`src/rtl/gpio_irq_pkg.sv`:
```
package gpio_irq_pkg;
  typedef enum logic [1:0] {
    SLOT_MODE = 2'd0,
    SLOT_POL  = 2'd1,
    SLOT_ACK  = 2'd2,
    SLOT_EN   = 2'd3
  } slot_e;
endpackage

```
`src/rtl/gpio_irq_sync.sv`:
```
module gpio_irq_sync #(
  parameter int NPINS = 8
) (
  input  logic             clk,
  input  logic             rst_n,
  input  logic [NPINS-1:0] pin_in,
  output logic [NPINS-1:0] pin_now,
  output logic [NPINS-1:0] pin_prev
);
  logic [NPINS-1:0] meta_q, now_q, prev_q;

  always_ff @(posedge clk or negedge rst_n) begin
    if (!rst_n) begin
      meta_q <= '0;
      now_q  <= '0;
      prev_q <= '0;
    end else begin
      meta_q <= pin_in;
      now_q  <= meta_q;
      prev_q <= now_q;
    end
  end

  assign pin_now  = now_q;
  assign pin_prev = prev_q;
endmodule

```
`src/rtl/gpio_irq_pin.sv`:
```
module gpio_irq_pin (
  input  logic clk,
  input  logic rst_n,
  input  logic pin_now,
  input  logic pin_prev,
  input  logic mode_edge,
  input  logic pol_high,
  input  logic enable,
  input  logic ack,
  input  logic cfg_chg,
  output logic pending
);
  logic latch_q, latch_d;
  logic rise, fall, hit, set_evt, level_hit;

  always_comb begin
    rise      = pin_now & ~pin_prev;
    fall      = ~pin_now & pin_prev;
    hit       = pol_high ? rise : fall;
    set_evt   = mode_edge & enable & hit & ~cfg_chg;
    level_hit = ~mode_edge & ~(pin_now ^ pol_high);
    if (cfg_chg) latch_d = 1'b0;
    else         latch_d = (latch_q & ~ack) | set_evt;
  end

  always_ff @(posedge clk or negedge rst_n) begin
    if (!rst_n) latch_q <= 1'b0;
    else        latch_q <= latch_d;
  end

  assign pending = level_hit | latch_q;

  AST_ACK_CLEARS: assert property (@(posedge clk) disable iff (!rst_n)
    (ack && !set_evt) |=> !latch_q);
  AST_DISABLED_NO_SET: assert property (@(posedge clk) disable iff (!rst_n)
    (!enable && !latch_q) |=> !latch_q);
  AST_LEVEL_NO_LATCH: assert property (@(posedge clk) disable iff (!rst_n)
    (!mode_edge && !cfg_chg) |=> (!mode_edge -> !latch_q));
  AST_CFG_CLEARS: assert property (@(posedge clk) disable iff (!rst_n)
    cfg_chg |=> !latch_q);
endmodule

```
`src/rtl/gpio_irq_regs.sv`:
```
module gpio_irq_regs
  import gpio_irq_pkg::*;
#(
  parameter int NPINS = 8
) (
  input  logic             clk,
  input  logic             rst_n,
  input  logic             bus_sel,
  input  logic             bus_wr,
  input  logic [1:0]       bus_addr,
  input  logic [NPINS-1:0] bus_wdata,
  input  logic [NPINS-1:0] status_masked,
  output logic [NPINS-1:0] bus_rdata,
  output logic [NPINS-1:0] mode_q,
  output logic [NPINS-1:0] pol_q,
  output logic [NPINS-1:0] en_q,
  output logic [NPINS-1:0] ack_pulse,
  output logic [NPINS-1:0] cfg_chg
);
  slot_e            slot;
  logic             wr_mode, wr_pol, wr_ack, wr_en;
  logic [NPINS-1:0] mode_d, pol_d, en_d;

  always_comb begin
    slot    = slot_e'(bus_addr);
    wr_mode = bus_sel & bus_wr & (slot == SLOT_MODE);
    wr_pol  = bus_sel & bus_wr & (slot == SLOT_POL);
    wr_ack  = bus_sel & bus_wr & (slot == SLOT_ACK);
    wr_en   = bus_sel & bus_wr & (slot == SLOT_EN);
    mode_d  = wr_mode ? bus_wdata : mode_q;
    pol_d   = wr_pol  ? bus_wdata : pol_q;
    en_d    = wr_en   ? bus_wdata : en_q;
    ack_pulse = wr_ack ? bus_wdata : '0;
    cfg_chg   = (wr_mode ? (mode_q ^ bus_wdata) : '0)
              | (wr_pol  ? (pol_q  ^ bus_wdata) : '0);
    case (slot)
      SLOT_MODE: bus_rdata = mode_q;
      SLOT_POL:  bus_rdata = pol_q;
      SLOT_ACK:  bus_rdata = status_masked;
      default:   bus_rdata = en_q;
    endcase
  end

  always_ff @(posedge clk or negedge rst_n) begin
    if (!rst_n) begin
      mode_q <= '0;
      pol_q  <= '0;
      en_q   <= '0;
    end else begin
      mode_q <= mode_d;
      pol_q  <= pol_d;
      en_q   <= en_d;
    end
  end

  AST_EN_WRITE: assert property (@(posedge clk) disable iff (!rst_n)
    wr_en |=> (en_q == $past(bus_wdata)));
  AST_MODE_HOLD: assert property (@(posedge clk) disable iff (!rst_n)
    !wr_mode |=> $stable(mode_q));
  AST_POL_HOLD: assert property (@(posedge clk) disable iff (!rst_n)
    !wr_pol |=> $stable(pol_q));
endmodule

```
`src/rtl/gpio_irq_ctrl.sv`:
```
module gpio_irq_ctrl #(
  parameter int NPINS = 8
) (
  input  logic             clk,
  input  logic             rst_n,
  input  logic [NPINS-1:0] pin_in,
  input  logic             bus_sel,
  input  logic             bus_wr,
  input  logic [1:0]       bus_addr,
  input  logic [NPINS-1:0] bus_wdata,
  output logic [NPINS-1:0] bus_rdata,
  output logic [NPINS-1:0] irq_raw,
  output logic             irq_o
);
  logic [1:0]       rst_q;
  logic             rst_int_n;
  logic [NPINS-1:0] pin_now, pin_prev;
  logic [NPINS-1:0] mode_q, pol_q, en_q, ack_pulse, cfg_chg;
  logic [NPINS-1:0] pending, status_masked;

  always_ff @(posedge clk or negedge rst_n) begin
    if (!rst_n) rst_q <= 2'b00;
    else        rst_q <= {rst_q[0], 1'b1};
  end
  assign rst_int_n = rst_q[1];

  gpio_irq_sync #(.NPINS(NPINS)) u_sync (
    .clk(clk), .rst_n(rst_int_n), .pin_in(pin_in),
    .pin_now(pin_now), .pin_prev(pin_prev)
  );

  gpio_irq_regs #(.NPINS(NPINS)) u_regs (
    .clk(clk), .rst_n(rst_int_n), .bus_sel(bus_sel), .bus_wr(bus_wr),
    .bus_addr(bus_addr), .bus_wdata(bus_wdata), .status_masked(status_masked),
    .bus_rdata(bus_rdata), .mode_q(mode_q), .pol_q(pol_q), .en_q(en_q),
    .ack_pulse(ack_pulse), .cfg_chg(cfg_chg)
  );

  for (genvar i = 0; i < NPINS; i++) begin : g_pin
    gpio_irq_pin u_pin (
      .clk(clk), .rst_n(rst_int_n),
      .pin_now(pin_now[i]), .pin_prev(pin_prev[i]),
      .mode_edge(mode_q[i]), .pol_high(pol_q[i]), .enable(en_q[i]),
      .ack(ack_pulse[i]), .cfg_chg(cfg_chg[i]),
      .pending(pending[i])
    );
  end

  assign status_masked = pending & en_q;
  assign irq_raw       = pending;
  assign irq_o         = |status_masked;

  AST_IRQ_NEEDS_EN: assert property (@(posedge clk) disable iff (!rst_int_n)
    (en_q == '0) |-> !irq_o);
  AST_IRQ_NEEDS_PEND: assert property (@(posedge clk) disable iff (!rst_int_n)
    (irq_raw == '0) |-> !irq_o);
endmodule

```
`config.mk`:
```
export PLATFORM = sky130hd
export DESIGN_NAME = gpio_irq_ctrl
export DESIGN_NICKNAME = d
export VERILOG_FILES = /design/src/rtl/gpio_irq_pkg.sv /design/src/rtl/gpio_irq_sync.sv /design/src/rtl/gpio_irq_pin.sv /design/src/rtl/gpio_irq_regs.sv /design/src/rtl/gpio_irq_ctrl.sv
export SDC_FILE = /design/constraint.sdc
export NUM_CORES = 1
export LEC_CHECK = 0
export ABC_AREA = 1
export BUFFER_PORTS_ARGS = -buffer_cell sky130_fd_sc_hd__buf_4
export CAP_MARGIN = 10
export CORE_ASPECT_RATIO = 1.75
export CORE_UTILIZATION = 29
export DETAILED_ROUTE_END_ITERATION = 10
export SLEW_MARGIN = 20
export SYNTH_ARGS = -nofsm -noshare
export SYNTH_HDL_FRONTEND = slang
export SYNTH_SLANG_ARGS = --single-unit
```
`constraint.sdc`:
```
create_clock -name clk -period 3.1 [get_ports clk]
set_input_delay 0.62 -clock clk [delete_from_list [all_inputs] [get_ports clk]]
set_output_delay 0.62 -clock clk [all_outputs]
set_load 0.01 [all_outputs]
```
* After elaboration in Yosys (flattened, before gate mapping) *
Cells that the tools add are included.

cells by class
  eq/ne operators = 3
  multiplexer cells = 20
  bitwise operators = 137
  reductions and logical operators = 2

operator list
  operator            count
  $and 1x1->1         61
  $not 1->1           48
  $mux 8              3
  $pmux 8 s3          1
  $mux 1              16
  $or 1x1->1          16
  $xor 8x8->8         2
  $and 8x8->8         1
  $or 8x8->8          1
  $reduce_or 8->1     1
  $xor 1x1->1         8
  $eq 2x2->1 const B  2
  $eq 2x1->1 const B  1
  $logic_not 2->1     1

storage, ports and cells
  register bits after elaboration = 58
  input port bits = 22
  output and inout bits = 17
  logic and storage cells = 177

* Depth between registers and ports, before layout *
  depth in word-level cells = 8
  depth in mapped cells = 9
  depth with buffers taken out = 9

* By module *
A second synthesis with hierarchy kept.

unflattened totals
  cell total of the unflattened synthesis = 406
  area, all modules = 3109.2 um^2

modules (own cells, without submodules)
  module         times used  cells an instance  area an instance (um^2)  sequential area each (um^2)
  gpio_irq_regs  1           252                1677.9                   600.6
  gpio_irq_pin   8           13                 86.3                     25.0
  gpio_irq_sync  1           24                 600.6                    600.6
  gpio_irq_ctrl  1           26                 140.1                    50.0

* Least setup slack after synthesis *
No wires, ideal clock.

  path type = input to output
  start point = input port bus_addr[1]
  end point = output port bus_rdata[0]
  data arrival time = 1132 ps
  required time = 2480 ps
  slack = 1348 ps
  cell stages on the path = 5
  buffers on the path = 0
  cells stage by stage = inv_2 -> nand2_1 -> inv_1 -> nand2_1 -> nand4_1

between the ends
  cells in the longest elaborated chain, start to end = 2
  elaborated cells between the ends (all ways) = 4
  classes of those cells = eq/ne (2); mux (1); reduce/logical (1)

ends and longest elaborated chain
  what                                RTL line             source
  start, declared                     gpio_irq_ctrl.sv:9   input logic [1:0] bus_addr,
  $eq 2x2->1 (tied with other cells)  gpio_irq_regs.sv:36  case (slot)
  $pmux 8 s3 *                        gpio_irq_regs.sv:36
  end, declared                       gpio_irq_ctrl.sv:11  output logic [NPINS-1:0] bus_rdata,

Mark *: on every way between the ends. The rest lies on a longest branch, timed or not.

* Worst setup path after layout *
  start point = register u_regs.pol_q[4]
  end point = output port irq_o

between the ends
  cells in the longest elaborated chain, start to end = 6

ends and longest elaborated chain
  what                    RTL line             source
  start, declared         gpio_irq_regs.sv:15  output logic [NPINS-1:0] pol_q,
  start signal, assigned  gpio_irq_regs.sv:51  pol_q <= pol_d;
  $xor 1x1->1             gpio_irq_pin.sv:21   level_hit = ~mode_edge & ~(pin_now ^ pol_high);
  $not 1->1               gpio_irq_pin.sv:21
  $and 1x1->1             gpio_irq_pin.sv:21
  $or 1x1->1              gpio_irq_pin.sv:31   assign pending = level_hit | latch_q;
  $and 8x8->8             gpio_irq_ctrl.sv:49  assign status_masked = pending & en_q;
  $reduce_or 8->1         gpio_irq_ctrl.sv:51  assign irq_o = |status_masked;
  end, declared           gpio_irq_ctrl.sv:13  output logic irq_o

No other way between the ends.

==> impl_metrics.csv <==
group,metric,value,unit
status,status,"complete, no violations",
sta,worst_pin_slew,0.895,ns
final_layout,syn_to_final_growth,22.8,%
final_layout,antenna_cells,0,
global_routing,antenna_found_initial,0,
route,vias,2396,
clock_tree,numCtsBuffers,9,
route,finalWirelength,6790,um
min_path,hp-class,"in -> async",
sta,setup_violations,0,
route,drtAntennaViolNets,0,
clock_tree,clk_pin_slew,0.05,ns
route,first_pass_iters,4,
yosys,syn_area,0.00286,mm^2
clock_tree,insertion_delay,0.33,ns
floorplanning,fp.dieW,77.0,um
global_routing,grt_pass1_wl,11100,um
sta,max_slew_margin,40.3,%
place,routabilityCongestion,0.826,
sta,hold_violations,0,
floorplanning,die_h,133,um
sta,finalSetupTns,0,ns
final_layout,fin_nets,420,
global_routing,grt_pass1_vias,2322,
yosys,yosysSeqAreaShare,50.8,%
floorplanning,pin_count,39,
route,route.detailed.drc,0,
yosys,synth.avg_cell_area,7.95,um^2
global_routing,grt.overflow.total,0,
job,drv_cap,0,
yosys,yosysWarnings,0,
clock_tree,root_buffer,"clkbuf_16",
critical_path,worstPathArrival,1.61,ns
global_routing,globalRouteTotalUtil,14.5,%
place,numPortBuffers,38,
critical_path,crit_path_end_kind,"primary output",
clock_tree,clock_path_buffers,2,
clock_tree,holdBufCountCts,0,
sta,worst_slack,0.873,ns
sta,report.final.slew_viol_count,0,
yosys,synthCells,359,
floorplanning,fp.dieArea,0.0103,mm^2
clock_tree,cts_setup_buffers,0,
sta,finClkSkew,0.00690,ns
pwr,powerDensity,729,mW/mm^2
final_layout,fill_cells,991,
clock_tree,cts_resized,0,
route,via_per_inst,4.56,
global_routing,grt_max_degree,40,
route,drtIter0Drc,131,
yosys,synth_cell_types,21,
sta,timing.fmax,449,MHz
yosys,syn_nets,381,
pwr,leakage,1.77,nW
floorplanning,coreArea,0.00953,mm^2
pwr,irDropWorstVdd,0.275,mV
sta,min_period,2.23,ns
final_layout,final_cell_area,0.00351,mm^2
critical_path,critical_path_required,2.48,ns
final_layout,drive_gt1_share,16.1,%
yosys,ys_ff_latch,58,
route,wl_per_cell,12.9,um
clock_tree,clkSinkCount,58,
sta,grt_setup_unrepaired,"false",
sta,fin_crit_sh,71.8,%
clock_tree,cts_tree,"built",
critical_path,path_class,"reg -> out",
critical_path,crit_path_start_kind,"flop",
clock_tree,htreeDepth,3,
sta,fin_hold_ws,0.0609,ns
place,hpwl,4900,um
final_layout,finish.utilization,36.8,%
floorplanning,rows,47,
place,place_ws,0.897,ns
place,dpl_cell_area,0.00322,mm^2
floorplanning,start_util,30.0,%
critical_path,worstPathMaxFanout,4,
[synth_stat cells (all sizes together)]
master / instances / area, um^2
clkinv: 2 / 7.51
nand3: 17 / 90.1
conb: 1 / 3.75
dfrtp: 58 / 1450
nor2: 21 / 109
xnor2: 16 / 140
nand4: 8 / 50.1
a21oi: 15 / 75.1
inv: 62 / 233
clkbuf: 1 / 3.75
o22ai: 8 / 50.1
nand2: 114 / 433
o21ai: 25 / 125
buf: 11 / 83.8
[cell type report]
class | instances | area (um^2) | share of cell area (%)
clock buffers | 14 | 274 | 7.82
multi-input cells | 225 | 1080 | 30.7
well taps | 122 | 153 | 4.35
clock inverters | 2 | 10.0 | 0.286
repair buffers | 40 | 300 | 8.57
inverters | 64 | 240 | 6.85
flip-flops and latches | 58 | 1450 | 41.4
[power by group]
group / total [W] / switching [W] / internal (W)
clock network: 0.000927 / 0.000325 / 0.000602
registers: 0.00101 / 0.000122 / 0.000889
logic: 0.000619 / 0.000347 / 0.000272
total: 0.00256 / 0.000794 / 0.00176
[sequential cells by signal, indices dropped and copies added (netlist names)]
signal / cells
g_pin.u_pin.latch_q: 8
rst_q: 2
u_regs.en_q: 8
u_regs.mode_q: 8
u_regs.pol_q: 8
u_sync.meta_q: 8
u_sync.pin_now: 8
u_sync.pin_prev: 8
[worst paths after layout]
kind	from	to	slack [ns]	cells after the start
max in group asynchronous	rst_q[1]	u_sync.pin_now[2]	2.02	1
min in group clk	u_sync.meta_q[5]	u_sync.pin_now[5]	0.34	0
worst min register to register	u_sync.meta_q[5]	u_sync.pin_now[5]	0.34	0
worst min-delay path	rst_n	rst_q[1]	0.06	1
worst max register to register	rst_q[1]	u_sync.pin_now[2]	2.02	1
worst max-delay path	u_regs.pol_q[4]	irq_o	0.87	10
[cells in the final DEF, fill, tap and decap left out]
| cell type | Yosys | layout |
|---|---|---|
| inv_1 | 59 | 59 |
| buf_4 | 9 | 40 |
| o21ai_0 | 21 | 21 |
| nand4_1 | 8 | 8 |
| o21ai_1 | 4 | 4 |
| conb_1 | 1 | 1 |
| nand3_1 | 16 | 16 |
| clkbuf_8 | 0 | 3 |
| nor2_1 | 17 | 17 |
| clkinv_1 | 2 | 2 |
| nand3_2 | 1 | 1 |
| o22ai_1 | 8 | 8 |
| inv_2 | 3 | 3 |
| dfrtp_1 | 58 | 57 |
| clkbuf_1 | 1 | 2 |
| nand2_2 | 2 | 2 |
| xnor2_1 | 16 | 16 |
| clkbuf_16 | 0 | 9 |
| nand2_1 | 112 | 112 |
| clkinv_2 | 0 | 2 |
| nor2_4 | 4 | 4 |
| dfrtp_2 | 0 | 1 |
| a21oi_1 | 15 | 15 |
[worst max-delay path, cell delays in order (launching register included)]
cell and delay, ns:
dfrtp_1 0.41, inv_1 0.08, nand2_1 0.09, nand2_1 0.06, nand2_1 0.05, nand2_1 0.09
nand2_1 0.08, nand2_1 0.08, nor2_1 0.14, nand2_1 0.07, buf_4 0.14
[metrics by stage]
| stage | instances | power, W |
|---|---|---|
| after floorplan | 359 | 0.00145 |
| after global placement | 509 | 0.00163 |
| after detailed placement | 509 | 0.00165 |
| after CTS | 525 | 0.00259 |
| after global routing | 525 | 0.00272 |
| final | 525 | 0.00256 |
[cells by family (layout without fill, tap and decap cells)]
group                     Yosys count  count (layout)  share of synthesized area [%]
DFF                                58              58                           50.8
AOI/OAI and AO/OA                  48              48                           8.76
buffers and inverters              76             120                           11.5
and+or+nand+nor                   160             160                           23.9
other                               1               1                          0.131
xor gates and xnor gates           16              16                           4.91
[per-layer routing]
layer  part of all wire (%)  wire length (um)  up-vias  global-route usage (%)
li1                       -                 -     1180                       -
met1                     40              2690     1120                    16.3
met2                     50              3390       74                    24.0
met3                    6.2               418       22                    3.29
met4                    4.3               293        0                    10.4
met5                      0                 0        -                       0
No activity file was read; power rests on OpenSTA's default activity.
